`src/rtl/sfo_pkg.sv`:
```
package sfo_pkg;
   typedef enum logic [2:0] {
      ST_IDLE,
      ST_COPY_READ,
      ST_COPY_WRITE,
      ST_REMAP,
      ST_DONE
   } mig_state_e;
endpackage

```
`src/rtl/ce_window_counter.sv`:
```
module ce_window_counter #(
   parameter int CNT_W = 8
) (
   input  logic             clk,
   input  logic             rst_n,
   input  logic             win_end,
   input  logic             enable,
   input  logic             ce,
   input  logic [CNT_W-1:0] thr,
   output logic             trip
);
   logic [CNT_W-1:0] cnt_q;

   always_ff @(posedge clk) begin
      if (!rst_n)
         cnt_q <= '0;
      else if (win_end)
         cnt_q <= '0;
      else if (enable && ce && (cnt_q != {CNT_W{1'b1}}))
         cnt_q <= cnt_q + CNT_W'(1);
   end

   // trip on the event that brings the count up to the threshold
   assign trip = enable && ce && !win_end && (thr != '0) &&
                 (cnt_q == thr - CNT_W'(1));
endmodule

```
`src/rtl/migrate_fsm.sv`:
```
module migrate_fsm
   import sfo_pkg::*;
#(
   parameter int NUM_ACT = 2,
   parameter int NUM_CH  = 3,
   parameter int ADDR_W  = 4,
   parameter int CH_W    = 2
) (
   input  logic                      clk,
   input  logic                      rst_n,
   input  logic [NUM_CH-1:0]         trip,
   output mig_state_e                state,
   output logic [CH_W-1:0]           fail_ch,
   output logic [ADDR_W-1:0]         copy_addr,
   output logic [NUM_ACT*CH_W-1:0]   map_flat,
   output logic [NUM_CH-1:0]         offline,
   output logic                      alarm
);
   localparam logic [CH_W-1:0]   SPARE = CH_W'(NUM_CH - 1);
   localparam logic [ADDR_W-1:0] LAST  = {ADDR_W{1'b1}};

   mig_state_e        state_q;
   logic [CH_W-1:0]   fail_q;
   logic [ADDR_W-1:0] addr_q;
   logic [CH_W-1:0]   map_q [NUM_ACT];
   logic [NUM_CH-1:0] off_q;
   logic              alarm_q;
   logic              any_trip;
   logic [CH_W-1:0]   first_trip;

   assign any_trip = |trip;

   always_comb begin
      first_trip = '0;
      for (int c = NUM_CH - 1; c >= 0; c--)
         if (trip[c]) first_trip = CH_W'(c);
   end

   always_ff @(posedge clk) begin
      if (!rst_n) begin
         state_q <= ST_IDLE;
         fail_q  <= '0;
         addr_q  <= '0;
         off_q   <= '0;
         alarm_q <= 1'b0;
         for (int i = 0; i < NUM_ACT; i++) map_q[i] <= CH_W'(i);
      end else begin
         if (any_trip && state_q != ST_IDLE) alarm_q <= 1'b1;
         case (state_q)
            ST_IDLE: if (any_trip) begin
               state_q <= ST_COPY_READ;
               fail_q  <= first_trip;
               addr_q  <= '0;
            end
            ST_COPY_READ: state_q <= ST_COPY_WRITE;
            ST_COPY_WRITE: begin
               if (addr_q == LAST) state_q <= ST_REMAP;
               else begin
                  addr_q  <= addr_q + ADDR_W'(1);
                  state_q <= ST_COPY_READ;
               end
            end
            ST_REMAP: begin
               for (int i = 0; i < NUM_ACT; i++)
                  if (map_q[i] == fail_q) map_q[i] <= SPARE;
               off_q[fail_q] <= 1'b1;
               state_q <= ST_DONE;
            end
            default: state_q <= ST_DONE;
         endcase
      end
   end

   always_comb
      for (int i = 0; i < NUM_ACT; i++) map_flat[i*CH_W +: CH_W] = map_q[i];

   assign state     = state_q;
   assign fail_ch   = fail_q;
   assign copy_addr = addr_q;
   assign offline   = off_q;
   assign alarm     = alarm_q;
endmodule

```
`src/rtl/chan_router.sv`:
```
module chan_router #(
   parameter int NUM_ACT = 2,
   parameter int NUM_CH  = 3,
   parameter int ADDR_W  = 4,
   parameter int DATA_W  = 16,
   parameter int CH_W    = 2
) (
   input  logic [NUM_ACT-1:0]        host_req,
   input  logic [NUM_ACT-1:0]        host_we,
   input  logic [NUM_ACT*ADDR_W-1:0] host_addr,
   input  logic [NUM_ACT*DATA_W-1:0] host_wdata,
   output logic [NUM_ACT*DATA_W-1:0] host_rdata,
   output logic [NUM_ACT-1:0]        host_stall,
   input  logic [NUM_ACT*CH_W-1:0]   map_flat,
   input  logic                      hold,
   input  logic [CH_W-1:0]           fail_ch,
   input  logic                      copy_rd,
   input  logic                      copy_wr,
   input  logic [ADDR_W-1:0]         copy_addr,
   output logic [NUM_CH-1:0]         ch_req,
   output logic [NUM_CH-1:0]         ch_we,
   output logic [NUM_CH*ADDR_W-1:0]  ch_addr,
   output logic [NUM_CH*DATA_W-1:0]  ch_wdata,
   input  logic [NUM_CH*DATA_W-1:0]  ch_rdata
);
   localparam int SPARE = NUM_CH - 1;

   always_comb begin
      ch_req     = '0;
      ch_we      = '0;
      ch_addr    = '0;
      ch_wdata   = '0;
      host_stall = '0;
      host_rdata = '0;
      for (int i = 0; i < NUM_ACT; i++) begin
         int p;
         p = int'(map_flat[i*CH_W +: CH_W]);
         host_stall[i] = hold && (map_flat[i*CH_W +: CH_W] == fail_ch);
         host_rdata[i*DATA_W +: DATA_W] = ch_rdata[p*DATA_W +: DATA_W];
         if (host_req[i] && !host_stall[i]) begin
            ch_req[p] = 1'b1;
            ch_we[p]  = host_we[i];
            ch_addr[p*ADDR_W +: ADDR_W]  = host_addr[i*ADDR_W +: ADDR_W];
            ch_wdata[p*DATA_W +: DATA_W] = host_wdata[i*DATA_W +: DATA_W];
         end
      end
      if (copy_rd) begin
         ch_req[fail_ch] = 1'b1;
         ch_we[fail_ch]  = 1'b0;
         ch_addr[int'(fail_ch)*ADDR_W +: ADDR_W] = copy_addr;
      end
      if (copy_wr) begin
         ch_req[SPARE] = 1'b1;
         ch_we[SPARE]  = 1'b1;
         ch_addr[SPARE*ADDR_W +: ADDR_W]  = copy_addr;
         ch_wdata[SPARE*DATA_W +: DATA_W] = ch_rdata[int'(fail_ch)*DATA_W +: DATA_W];
      end
   end
endmodule

```
`src/rtl/spare_failover_ctrl.sv`:
```
module spare_failover_ctrl
   import sfo_pkg::*;
#(
   parameter int NUM_ACT  = 2,
   parameter int ADDR_W   = 4,
   parameter int DATA_W   = 16,
   parameter int CNT_W    = 8,
   parameter int WIN_W    = 16,
   localparam int NUM_CH  = NUM_ACT + 1,
   localparam int CH_W    = (NUM_CH > 1) ? $clog2(NUM_CH) : 1
) (
   input  logic                      clk,
   input  logic                      rst_n,
   input  logic [CNT_W-1:0]          cfg_threshold,
   input  logic [WIN_W-1:0]          cfg_window,
   input  logic [NUM_CH-1:0]         ce_pulse,
   input  logic [NUM_CH-1:0]         ue_pulse,
   input  logic [NUM_ACT-1:0]        host_req,
   input  logic [NUM_ACT-1:0]        host_we,
   input  logic [NUM_ACT*ADDR_W-1:0] host_addr,
   input  logic [NUM_ACT*DATA_W-1:0] host_wdata,
   output logic [NUM_ACT*DATA_W-1:0] host_rdata,
   output logic [NUM_ACT-1:0]        host_stall,
   output logic [NUM_CH-1:0]         ch_req,
   output logic [NUM_CH-1:0]         ch_we,
   output logic [NUM_CH*ADDR_W-1:0]  ch_addr,
   output logic [NUM_CH*DATA_W-1:0]  ch_wdata,
   input  logic [NUM_CH*DATA_W-1:0]  ch_rdata,
   output logic [NUM_ACT*CH_W-1:0]   remap_table,
   output logic [NUM_CH-1:0]         ch_offline,
   output logic                      copy_busy,
   output logic                      spare_used,
   output logic                      spare_alarm,
   output logic [NUM_CH-1:0]         ue_seen
);
   if (NUM_ACT < 1) begin : g_bad_act
      $error("NUM_ACT must be at least 1");
   end
   if (ADDR_W < 1 || DATA_W < 1) begin : g_bad_width
      $error("ADDR_W and DATA_W must be at least 1");
   end
   if (CNT_W < 2 || WIN_W < 2) begin : g_bad_cnt
      $error("CNT_W and WIN_W must be at least 2");
   end

   mig_state_e        state;
   logic [CH_W-1:0]   fail_ch;
   logic [ADDR_W-1:0] copy_addr;
   logic [NUM_CH-1:0] trip;
   logic [NUM_CH-1:0] mon_en;
   logic [NUM_CH-1:0] ue_q;
   logic [WIN_W-1:0]  wcnt_q;
   logic              win_end;
   logic              busy;

   assign win_end = (wcnt_q >= cfg_window - WIN_W'(1));

   always_ff @(posedge clk) begin
      if (!rst_n) wcnt_q <= '0;
      else        wcnt_q <= win_end ? '0 : wcnt_q + WIN_W'(1);
   end

   always_ff @(posedge clk) begin
      if (!rst_n) ue_q <= '0;
      else        ue_q <= ue_q | ue_pulse;
   end

   assign busy = (state == ST_COPY_READ) || (state == ST_COPY_WRITE) ||
                 (state == ST_REMAP);

   for (genvar c = 0; c < NUM_CH; c++) begin : g_mon
      if (c == NUM_CH - 1) begin : g_spare
         assign mon_en[c] = (state == ST_DONE);
      end else begin : g_work
         assign mon_en[c] = !ch_offline[c] && !(busy && fail_ch == CH_W'(c));
      end
      ce_window_counter #(.CNT_W(CNT_W)) u_cnt (
         .clk     (clk),
         .rst_n   (rst_n),
         .win_end (win_end),
         .enable  (mon_en[c]),
         .ce      (ce_pulse[c]),
         .thr     (cfg_threshold),
         .trip    (trip[c])
      );
   end

   migrate_fsm #(
      .NUM_ACT(NUM_ACT), .NUM_CH(NUM_CH), .ADDR_W(ADDR_W), .CH_W(CH_W)
   ) u_fsm (
      .clk       (clk),
      .rst_n     (rst_n),
      .trip      (trip),
      .state     (state),
      .fail_ch   (fail_ch),
      .copy_addr (copy_addr),
      .map_flat  (remap_table),
      .offline   (ch_offline),
      .alarm     (spare_alarm)
   );

   chan_router #(
      .NUM_ACT(NUM_ACT), .NUM_CH(NUM_CH), .ADDR_W(ADDR_W),
      .DATA_W(DATA_W), .CH_W(CH_W)
   ) u_route (
      .host_req   (host_req),
      .host_we    (host_we),
      .host_addr  (host_addr),
      .host_wdata (host_wdata),
      .host_rdata (host_rdata),
      .host_stall (host_stall),
      .map_flat   (remap_table),
      .hold       (busy),
      .fail_ch    (fail_ch),
      .copy_rd    (state == ST_COPY_READ),
      .copy_wr    (state == ST_COPY_WRITE),
      .copy_addr  (copy_addr),
      .ch_req     (ch_req),
      .ch_we      (ch_we),
      .ch_addr    (ch_addr),
      .ch_wdata   (ch_wdata),
      .ch_rdata   (ch_rdata)
   );

   assign copy_busy  = busy;
   assign spare_used = (state == ST_DONE);
   assign ue_seen    = ue_q;
endmodule

```
`config.mk`:
```
export PLATFORM = sky130hd
export DESIGN_NAME = spare_failover_ctrl
export DESIGN_NICKNAME = d
export VERILOG_FILES = /design/src/rtl/sfo_pkg.sv /design/src/rtl/ce_window_counter.sv /design/src/rtl/migrate_fsm.sv /design/src/rtl/chan_router.sv /design/src/rtl/spare_failover_ctrl.sv
export SDC_FILE = /design/constraint.sdc
export NUM_CORES = 1
export LEC_CHECK = 0
export BUFFER_PORTS_ARGS = -buffer_cell sky130_fd_sc_hd__buf_2
export CAP_MARGIN = 25
export CORE_AREA = 2 2 152 154
export CTS_BUF_LIST = sky130_fd_sc_hd__clkbuf_4 sky130_fd_sc_hd__clkbuf_8
export CTS_CLUSTER_SIZE = 10
export DETAILED_ROUTE_END_ITERATION = 12
export DIE_AREA = 0 0 154 156
export SYNTH_ARGS = -nofsm -noshare
export SYNTH_HDL_FRONTEND = slang
export SYNTH_HIERARCHICAL = 1
export SYNTH_SLANG_ARGS = --single-unit
```
`constraint.sdc`:
```
create_clock -name clk -period 5.4 [get_ports clk]
set_clock_uncertainty 0.2 [all_clocks]
set_input_delay 0.54 -clock clk [delete_from_list [all_inputs] [get_ports clk]]
set_output_delay 0.54 -clock clk [all_outputs]
set_load 0.01 [all_outputs]
```
==> impl_metrics.ini <==
[route]
antenna_violating_nets_post_route = 0
drt_drc_violations_left = 0
route.vias.total = 7247
vias_per_cell = 5.392
wl_per_cell_microns = 17.13
detail_route.first_pass.iterations = 5
drt-total-wl_microns = 23020
drt_iter0_drc = 460

[grt]
grt.total_usage_pct = 18.18
total_grt_overflow = 0
first_pass_grt_wire_length_microns = 35360
initial_antenna_violation_count = 1
grt_pass1_vias = 6752
grt_max_degree = 29

[yosys]
synth.yosys.warnings = 6
avgSynthCellArea_sq_um = 7.934
postSynthRegisterBits = 59
yosys.cell_types.count = 84
synth-edff-count = 3
synth.net_count = 1005
asyncSetResetFlopFracSynth_pct = 0
post_synth_inst_count = 839
yosysTopAreaCellShare_pct = 16.84
yosys-top-cells-area = sky130_fd_sc_hd__dfxtp_1 (17%), sky130_fd_sc_hd__ha_1 (7.9%), sky130_fd_sc_hd__nand2_1 (6.8%)
post_synth_instance_area_sq_um = 6656
synth_flop_cell = sky130_fd_sc_hd__dfxtp_1
ys_seq_area_share_pct = 18.20
synth_largest_area_cell = sky130_fd_sc_hd__dfxtp_1

[placement]
hpwlAfterDp_microns = 17890
routabilityCongestion = 0.8157
port_buffers = 235

[critical_path]
critical_path.most_common_cell = sky130_fd_sc_hd__nand2b_1
timing.critical_path.fanout_max = 6
worstPathArrival_ps = 4470
worst_ep_required_time_ps = 5440
path_buf_inv = 2
startpoint_types = primary input
crit_slowest_cell = sky130_fd_sc_hd__nor4_1
cp_slowest_stage_delay_ps = 640
top_family_by_delay_on_critical_path = simple AND/OR/NAND/NOR gates
path_class = in -> reg
crit_path_end_kind = flop
cp_cell_instances = buf_2, inv_1, ha_1, nand2b_1, nand2b_1, nand2b_1, nor4_2, xnor2_1, ha_1, nand4_1, nor3_2, a22oi_1, nand3_1, nor3_1, o311ai_0, nor4_1, nor3_2, a2111oi_0

[pwr]
static-leakage-power_nw = 3.700
max-vdd-ir-drop_v = 0.0001133
cellPowerDensity_nw_per_um2 = 147.0

[timing]
final-max-slew-violation-count = 0
setup_viol_count_final = 0
finalWorstPathRequiredPeriod_ps = 4426
timing.setup.tns_ps = 0
period_share_pct = 81.95
slew_limit_headroom_pct = 0.4434
grt_setup_unrepaired = no
achievable-frequency_mhz = 226.0
tightestPinTransition_ps = 1488
timing.final.hold_violations = 0

[clock_tree]
cts_tree = yes
cts_post_setup_buffers_inserted = 0
cts_buffers = 9
htree_levels = 3
cts-root-buf = sky130_fd_sc_hd__clkbuf_8
clkLatencyLatePin_ps = 360
clock_path_buffers = 2
cts_hold_repair.buffers = 0
clk_pin_slew_ps = 80
cts_sinks = 59
ctsResizeCount = 0

[floorplanning]
core.rowCount = 55
number_of_top_level_pins = 237
dieArea_sq_um = 24020
die_w_microns = 154
die_y_extent_microns = 156
floorplan.core_area_sq_um = 22370
initial_core_utilization_pct = 29.76

[finish]
utilization_pct = 37.01
mostFrequentLayoutCell = sky130_fd_sc_hd__buf_2
flow.area_growth_from_synthesis_pct = 24.36
layout-drive-gt1-share_pct = 30.31
layout_common_cells = sky130_fd_sc_hd__buf_2 (235), sky130_fd_sc_hd__nand2_1 (120), sky130_fd_sc_hd__dfxtp_1 (56)
num-nets-final = 1220
diodes_inserted = 0

[job]
max_cap_violations = 0

[worst_hold_path]
worstHoldPathType = in -> reg

[status]
status = complete, no violations
[routing by layer]
| layer | GRT usage (%) | wire (microns) |
|---|---|---|
| met2 | 32.37 | 11080 |
| met1 | 22.19 | 9927 |
| met4 | 5.741 | 552 |
| met3 | 3.306 | 1448 |
| met5 | 0 | 13 |
[final timing paths]
| check | start | depth (start not counted) | slack [ps] | endpoint |
|---|---|---|---|---|
| min | ue_pulse[2] | 2 | 180 | ue_seen[2]$_SDFF_PN0_ |
| max | cfg_window[0] | 18 | 970 | u_fsm/state[0]$_SDFFE_PN0P_ |
| min reg2reg | ue_seen[2]$_SDFF_PN0_ | 1 | 250 | ue_seen[2]$_SDFF_PN0_ |
| max reg2reg | wcnt_q[1]$_SDFF_PP0_ | 10 | 1770 | u_fsm/state[0]$_SDFFE_PN0P_ |
[cell type report]
class	count	area (sq um)
repair buffers	245	1251
fillers	2389	14090
flip-flops and latches	59	1211
inverters	33	123.9
multi-input cells	706	5110
clock inverters	7	101.3
clock buffers	9	123.9
well taps	285	356.6
[synth_stat cells, drive strengths merged, types with 5 or more instances]
master,n
nand2,120
dfxtp,56
nor2,49
o21ai,48
a21oi,46
xnor2,45
ha,42
xor2,39
mux2i,36
a22o,33
inv,33
buf,27
nand3,23
nor3,20
and3,17
a221o,16
mux2,16
clkbuf,14
nor4,12
or3,11
nand2b,9
a31o,8
nor3b,8
nand4,7
o21a,7
nand3b,6
o311ai,6
o31ai,6
a32o,5
and4,5
[cell families (layout without fill, tap and decap cells)]
group                    Yosys count  in the layout  share of synthesized area [%]
adder cells (fa/ha/maj)           42             42                          7.895
multiplexers                      52             52                          8.120
buffers and inverters             74            294                          5.207
AND/OR/NAND/NOR                  305            305                          24.62
AO/OA/AOI/OAI                    222            222                          24.62
XOR/XNOR                          84             84                          11.28
flip-flops                        59             59                          18.20
other                              1              1                        0.05634
[registers in the layout, indices dropped and copies added (netlist names)]
name and cells:
u_fsm/fail_ch 2, u_fsm/state 3, u_fsm/alarm 1, u_fsm/map_q 3, g_mon.u_cnt/cnt_q 24, u_fsm/offline 3
ue_seen 3, u_fsm/copy_addr 4, wcnt_q 16
[power breakdown]
group,internal [mW],leakage [nW],switching (mW)
Combinational,0.128,3.11,0.170
Clock,0.263,0.106,0.200
Sequential,0.446,0.481,0.0103
Total,0.837,3.70,0.380
[worst register-to-register path, cell delays in order (launching register included)]
cell and delay (ps):
sky130_fd_sc_hd__dfxtp_1 330, sky130_fd_sc_hd__ha_1 300, sky130_fd_sc_hd__nor2b_1 130, sky130_fd_sc_hd__o211a_1 250, sky130_fd_sc_hd__o311ai_4 340, sky130_fd_sc_hd__nand3_1 310, sky130_fd_sc_hd__nor3_1 260, sky130_fd_sc_hd__o311ai_0 150
sky130_fd_sc_hd__nor4_1 640, sky130_fd_sc_hd__nor3_2 190, sky130_fd_sc_hd__a2111oi_0 420
[stage by stage]
| stage | worst slack [ps] | instance area, sq um | hold WS (ps) | cells | power [mW] |
|---|---|---|---|---|---|
| after floorplan | 1422 | 6656 | 239.0 | 839 | 0.6245 |
| after global placement | 896.8 | 8045 | 230.8 | 1327 | 0.7552 |
| after detailed placement | 651.9 | 8053 | 236.2 | 1328 | 0.7595 |
| after CTS | 1015 | 8278 | 171.2 | 1344 | 1.226 |
| after global routing | 472.0 | 8278 | 166.5 | 1344 | 1.285 |
| final | 974.5 | 8278 | 184.2 | 1344 | 1.217 |
Power figures use the tool's default switching activity.
